<file path="config.mk">
export PLATFORM = sky130hd
export DESIGN_NAME = irq_bridge
export DESIGN_NICKNAME = d
export VERILOG_FILES = /design/src/rtl/irq_bridge_pkg.sv /design/src/rtl/irq_bridge_ctrl.sv /design/src/rtl/irq_bridge_dp.sv /design/src/rtl/irq_bridge.sv
export SDC_FILE = /design/constraint.sdc
export NUM_CORES = 1
export LEC_CHECK = 0
export BUFFER_PORTS_ARGS = -buffer_cell sky130_fd_sc_hd__buf_2
export CORE_ASPECT_RATIO = 0.7
export CORE_MARGIN = 5
export CORE_UTILIZATION = 30
export CTS_BUF_LIST = sky130_fd_sc_hd__clkbuf_16
export DETAILED_ROUTE_END_ITERATION = 10
export GPL_ROUTABILITY_DRIVEN = 0
export GPL_TIMING_DRIVEN = 0
export PLACE_DENSITY = 0.57
export SLEW_MARGIN = 10
export SYNTH_ARGS = -nofsm -noshare
export SYNTH_HDL_FRONTEND = slang
export SYNTH_SLANG_ARGS = --single-unit
export TNS_END_PERCENT = 5
</file>
<file path="constraint.sdc">
create_clock -name clk -period 1.1 [get_ports clk]
set_input_delay 0.165 -clock clk [delete_from_list [all_inputs] [get_ports clk]]
set_output_delay 0.165 -clock clk [all_outputs]
set_load 0.02 [all_outputs]
</file>
<file path="src/rtl/irq_bridge_pkg.sv">
package irq_bridge_pkg;
  localparam int ADDR_STATUS  = 0;
  localparam int ADDR_VECTOR  = 1;
  localparam int ADDR_TRIGGER = 2;

  localparam int BIT_VBLANK   = 0;
  localparam int BIT_DOORBELL = 1;
  localparam int BIT_OVERRUN  = 2;
  localparam int BIT_BUSY     = 3;
  localparam int STAT_W       = 4;
  localparam int CLR_W        = 3;

  typedef struct packed {
    logic writeVec;   // load software vector register
    logic latchVec;   // capture vector for a new host request
    logic driveVec;   // present captured vector to host
  } dpStrobes_t;
endpackage

</file>
<file path="src/rtl/irq_bridge_ctrl.sv">
module irq_bridge_ctrl
  import irq_bridge_pkg::*;
#(
  parameter int ADDR_W = 2
) (
  input  logic              clk,
  input  logic              rstN,
  input  logic              vblankIn,
  input  logic              hostDoorbellWr,
  input  logic              hostIack,
  input  logic              gfxWrEn,
  input  logic [ADDR_W-1:0] gfxAddr,
  input  logic [CLR_W-1:0]  clrData,
  output dpStrobes_t        strobes,
  output logic [STAT_W-1:0] statusBits,
  output logic              hostIrq,
  output logic              gfxIrq,
  output logic              ackTaken
);
  logic vblankQ, vblankPend, doorPend, overrunFlag, irqPend;
  logic vblRise, wrStatus, wrVector, wrTrigger, trigAccept, trigReject;
  logic [CLR_W-1:0] clrMask;

  always_comb begin
    vblRise    = vblankIn & ~vblankQ;
    wrStatus   = gfxWrEn && (gfxAddr == ADDR_W'(ADDR_STATUS));
    wrVector   = gfxWrEn && (gfxAddr == ADDR_W'(ADDR_VECTOR));
    wrTrigger  = gfxWrEn && (gfxAddr == ADDR_W'(ADDR_TRIGGER));
    clrMask    = wrStatus ? clrData : '0;
    ackTaken   = hostIack & irqPend;
    trigAccept = wrTrigger & (~irqPend | ackTaken);
    trigReject = wrTrigger & irqPend & ~ackTaken;
  end

  always_ff @(posedge clk) begin
    if (!rstN) begin
      vblankQ     <= 1'b0;
      vblankPend  <= 1'b0;
      doorPend    <= 1'b0;
      overrunFlag <= 1'b0;
      irqPend     <= 1'b0;
    end else begin
      vblankQ     <= vblankIn;
      vblankPend  <= vblRise        | (vblankPend  & ~clrMask[BIT_VBLANK]);
      doorPend    <= hostDoorbellWr | (doorPend    & ~clrMask[BIT_DOORBELL]);
      overrunFlag <= trigReject     | (overrunFlag & ~clrMask[BIT_OVERRUN]);
      irqPend     <= trigAccept     | (irqPend     & ~ackTaken);
    end
  end

  always_comb begin
    strobes.writeVec = wrVector;
    strobes.latchVec = trigAccept;
    strobes.driveVec = ackTaken;
    statusBits               = '0;
    statusBits[BIT_VBLANK]   = vblankPend;
    statusBits[BIT_DOORBELL] = doorPend;
    statusBits[BIT_OVERRUN]  = overrunFlag;
    statusBits[BIT_BUSY]     = irqPend;
    hostIrq = irqPend;
    gfxIrq  = vblankPend | doorPend;
  end
endmodule

</file>
<file path="src/rtl/irq_bridge_dp.sv">
module irq_bridge_dp
  import irq_bridge_pkg::*;
#(
  parameter int ADDR_W = 2,
  parameter int DATA_W = 8,
  parameter int VEC_W  = 8
) (
  input  logic              clk,
  input  logic              rstN,
  input  dpStrobes_t        strobes,
  input  logic [STAT_W-1:0] statusBits,
  input  logic [ADDR_W-1:0] gfxAddr,
  input  logic [VEC_W-1:0]  vecData,
  output logic [DATA_W-1:0] gfxRdData,
  output logic [VEC_W-1:0]  hostVector
);
  logic [VEC_W-1:0] vecReg, vecHeld;

  always_ff @(posedge clk) begin
    if (!rstN) begin
      vecReg  <= '0;
      vecHeld <= '0;
    end else begin
      if (strobes.writeVec) vecReg  <= vecData;
      if (strobes.latchVec) vecHeld <= vecReg;
    end
  end

  always_comb begin
    case (gfxAddr)
      ADDR_W'(ADDR_STATUS): gfxRdData = DATA_W'(statusBits);
      ADDR_W'(ADDR_VECTOR): gfxRdData = DATA_W'(vecReg);
      default:              gfxRdData = '0;
    endcase
    hostVector = strobes.driveVec ? vecHeld : '0;
  end
endmodule

</file>
<file path="src/rtl/irq_bridge.sv">
module irq_bridge
  import irq_bridge_pkg::*;
#(
  parameter int ADDR_W = 2,
  parameter int DATA_W = 8,
  parameter int VEC_W  = 8
) (
  input  logic              clk,
  input  logic              rstN,
  input  logic              vblankIn,
  input  logic              hostDoorbellWr,
  input  logic              hostIack,
  output logic              hostIrq,
  output logic [VEC_W-1:0]  hostVector,
  output logic              hostVectorValid,
  input  logic              gfxWrEn,
  input  logic [ADDR_W-1:0] gfxAddr,
  input  logic [DATA_W-1:0] gfxWrData,
  output logic [DATA_W-1:0] gfxRdData,
  output logic              gfxIrq
);
  dpStrobes_t        strobes;
  logic [STAT_W-1:0] statusBits;

  irq_bridge_ctrl #(.ADDR_W(ADDR_W)) i_ctrl (
    .clk(clk), .rstN(rstN), .vblankIn(vblankIn),
    .hostDoorbellWr(hostDoorbellWr), .hostIack(hostIack),
    .gfxWrEn(gfxWrEn), .gfxAddr(gfxAddr), .clrData(gfxWrData[CLR_W-1:0]),
    .strobes(strobes), .statusBits(statusBits), .hostIrq(hostIrq),
    .gfxIrq(gfxIrq), .ackTaken(hostVectorValid)
  );

  irq_bridge_dp #(.ADDR_W(ADDR_W), .DATA_W(DATA_W), .VEC_W(VEC_W)) i_dp (
    .clk(clk), .rstN(rstN), .strobes(strobes), .statusBits(statusBits),
    .gfxAddr(gfxAddr), .vecData(gfxWrData[VEC_W-1:0]),
    .gfxRdData(gfxRdData), .hostVector(hostVector)
  );
endmodule

</file>
==> metrics <==
final net count=around 170; Final Non-Filler Cells=slightly below 200; Reg power frac=between 40 and 50%; fraction of registers with async set/reset=0%; Final period util=108%; Final Max Tran Viols=0; Pint=between 1 and 1.5 mW; residual DRC count=0; Hold Vio Cnt, Final=0; vias in the first global route=between 800 and 900; CTS tree=yes; Pwr Total=roughly 1.7 mW; synth warn=0; Yosys reg bits=21; Routed WL=2440 um; largest family of logic cells by synthesized area=simple AND/OR/NAND/NOR gates; LEAKAGE=~0.65 nW; CP required=0.94 ns; crit start category=register; min-delay src=gfxWrData[1]; final setup fails=16; violated checks=setup timing; setup slack, reg-to-reg=0.08 ns; crit path DAT=roughly 1.0 ns; worst reg2reg startpoint=i_ctrl.hostIrq; Fillers=roughly 330; switch share=22.1%; largest net degree at the start of global routing=12; DR vias=900; unique cell type count in the Yosys netlist=25; Mapped Area=just over 0.001 mm2; clock latency at the later pin of the worst-skew pair=about 0.25 ns; Synth Net Count=132; hpwl dp=1890 um; setup ws final=-0.0919 ns; MaxCap Viol Count=0; H-tree Lvls=1; CORE AREA=0.00321 mm2; vias per cell=~4.5; total gr overflow=0; antenna viol nets, final=0; Compound-Gate Fraction of Synth Area=roughly 10%; hold path depth=2; Rel. slew slack=a little over two thirds; Synth Area in Simple Gates=around a third; synthesized area per cell=between 8 and 9 um2; Hold WC Path Type=in -> reg; per-cell routed wire length=roughly 12 um; Post-Synth Adder-Cell Area=0%; outcome=complete, but fails checks; RSZ-0062 raised after global routing=yes; Max clock buf depth=2; Layout area overhead=41.3%; Sw Pwr=roughly 0.39 mW; placed insts=195; dpl ws=-0.0682 ns; Synth Area in XOR/XNOR=0%; Main synth FF type=dfxtp_1; Port Buf Inserts=32; CTS buffer count=3; post-CTS setup buffers=0; Logic pwr share=a little under an eighth; Root Driver=clkbuf_16; peak supply drop=a little over 0.8 mV; Hold Path Sink=i_ctrl.doorPend; crit-path max FO=10; DRT Pass-1 Iters=4; Peak Freq=around 840 MHz; chip height=58.8 um; Hold Buf Count CTS=0; initial drt markers=22; PD cells=~1200 mW/mm2; Initial Utilization=between 30% and 40%; initial antenna violation count=0; top post-synthesis cells by area=dfxtp_1, mux2i_1, nand2_1; Top-Level Pins=35; min cycle time layout=approximately 1.2 ns; Die Width=around 80 um; Reg2Reg Capture Point=i_dp.vecHeld[2]; cell count after synthesis=approximately 120; clk sinks=21; worst reg-to-reg path cell count=4; measured slew at the worst slew-check pin=0.439 ns; power share of the clock group=a little over two fifths; first-pass GRT wire length=~4000 um; Clock transition at path regs=0.06 ns; Post-synth EDFFs=0; total die area=about 0.0047 mm2; # rows=17; gr usage total=roughly 11%; hold_ws=~0.097 ns; crit end category=output pin; antenna cells=0; cell accounting for the most synthesized area=dfxtp_1; WS Path Type=reg -> out; layout cells sized above 1=a little under two fifths; multiplexer share of the synthesized area=11.8%; Yosys top cell area share=approximately two fifths; Clock Skew=approximately 0.003 ns; register area share after synthesis=41.3%
power groups by stage:
stage	registers [mW]	clock network [mW]	logic (mW)
after detailed placement	0.811	0	0.188
after global routing	0.800	0.796	0.224
final	0.797	0.747	0.204
after floorplan	0.809	0	0.119
after global placement	0.811	0	0.186
after CTS	0.796	0.770	0.196
flip-flops by register name (all words and copies together), names as in the netlist:
register            count
i_ctrl.doorPend         1
i_ctrl.hostIrq          1
i_ctrl.overrunFlag      1
i_ctrl.vblankPend       1
i_ctrl.vblankQ          1
i_dp.vecHeld            8
i_dp.vecReg             8
stage by stage:
step | util, % | setup TNS [ns] | cell area, um2
after CTS | 43.0 | -1.35 | 1380
final | 44.8 | -0.868 | 1440
after floorplan | - | 0 | 1020
after global placement | 38.6 | -0.277 | 1240
after global routing | 44.8 | -1.63 | 1440
after detailed placement | 38.6 | -0.291 | 1240
cell usage after synthesis, types with 2 or more instances:
cell type and instances:
a21boi_1 10, and2_1 6, and3_1 8, buf_4 3, clkbuf_1 2, dfxtp_1 21
mux2i_1 12, nand2_1 25, nand3_1 8, nor2_1 5, nor2b_2 2
cell usage in the layout (no fill, tap or decap), types with 2 or more instances in the layout:
master,instances
nand2_1,25
buf_2,20
dfxtp_1,16
mux2i_1,11
buf_6,11
a21boi_1,10
nand3_1,8
buf_4,6
and2_1,6
and3_1,6
dfxtp_2,5
nor2_1,4
clkbuf_16,3
and3_4,2
nor2b_4,2
inv_1,2
cell type report:
| cell class | count | area [um2] | area share (%) |
|---|---|---|---|
| buffer | 8 | 65.1 | 4.52 |
| multi-input combinational | 86 | 579 | 40.3 |
| tap | 47 | 58.8 | 4.09 |
| clock inverter | 1 | 3.75 | 0.261 |
| timing repair buffer | 32 | 226 | 15.7 |
| inverter | 1 | 3.75 | 0.261 |
| clock buffer | 3 | 75.1 | 5.22 |
| sequential | 21 | 427 | 29.7 |
metal layers:
layer	vias up	global-route usage, %	share of wire, %
li1	464	-	-
met1	406	14.5	51
met2	26	17.2	42
met3	4	3.67	6.2
met4	0	2.94	1.1
met5	-	0	0
cell families (layout without fill, tap and decap cells):
| kind of cell | after synthesis | in the layout |
|---|---|---|
| AOI/OAI and AO/OA | 14 | 14 |
| buffers and inverters | 9 | 45 |
| DFF | 21 | 21 |
| muxes | 12 | 12 |
| and+or+nand+nor | 60 | 60 |
how the worst max path moves through the flow:
stage,from,endpoint,depth (start not counted)
global placement,gfxAddr[0],gfxRdData[7],5
CTS,i_ctrl.hostIrq,gfxRdData[3],4
finish,i_ctrl.hostIrq,gfxRdData[3],4
floorplan,i_ctrl.hostIrq,gfxRdData[3],3
detailed placement,gfxAddr[0],gfxRdData[7],5
global route,i_ctrl.hostIrq,gfxRdData[3],4
worst max-delay path, stage by stage (launching register included):
cell     delay, ns
dfxtp_2       0.33
buf_8         0.13
mux2i_4       0.14
nor2_2        0.05
buf_6         0.13
what timing repair did:
action / 4_1_cts / 5_1_grt
resized for setup: 21 / 16
pin swaps: 0 / 0
endpoints found under the setup margin: 17 / 18
Note: power is estimated with default switching activity, not from simulation.
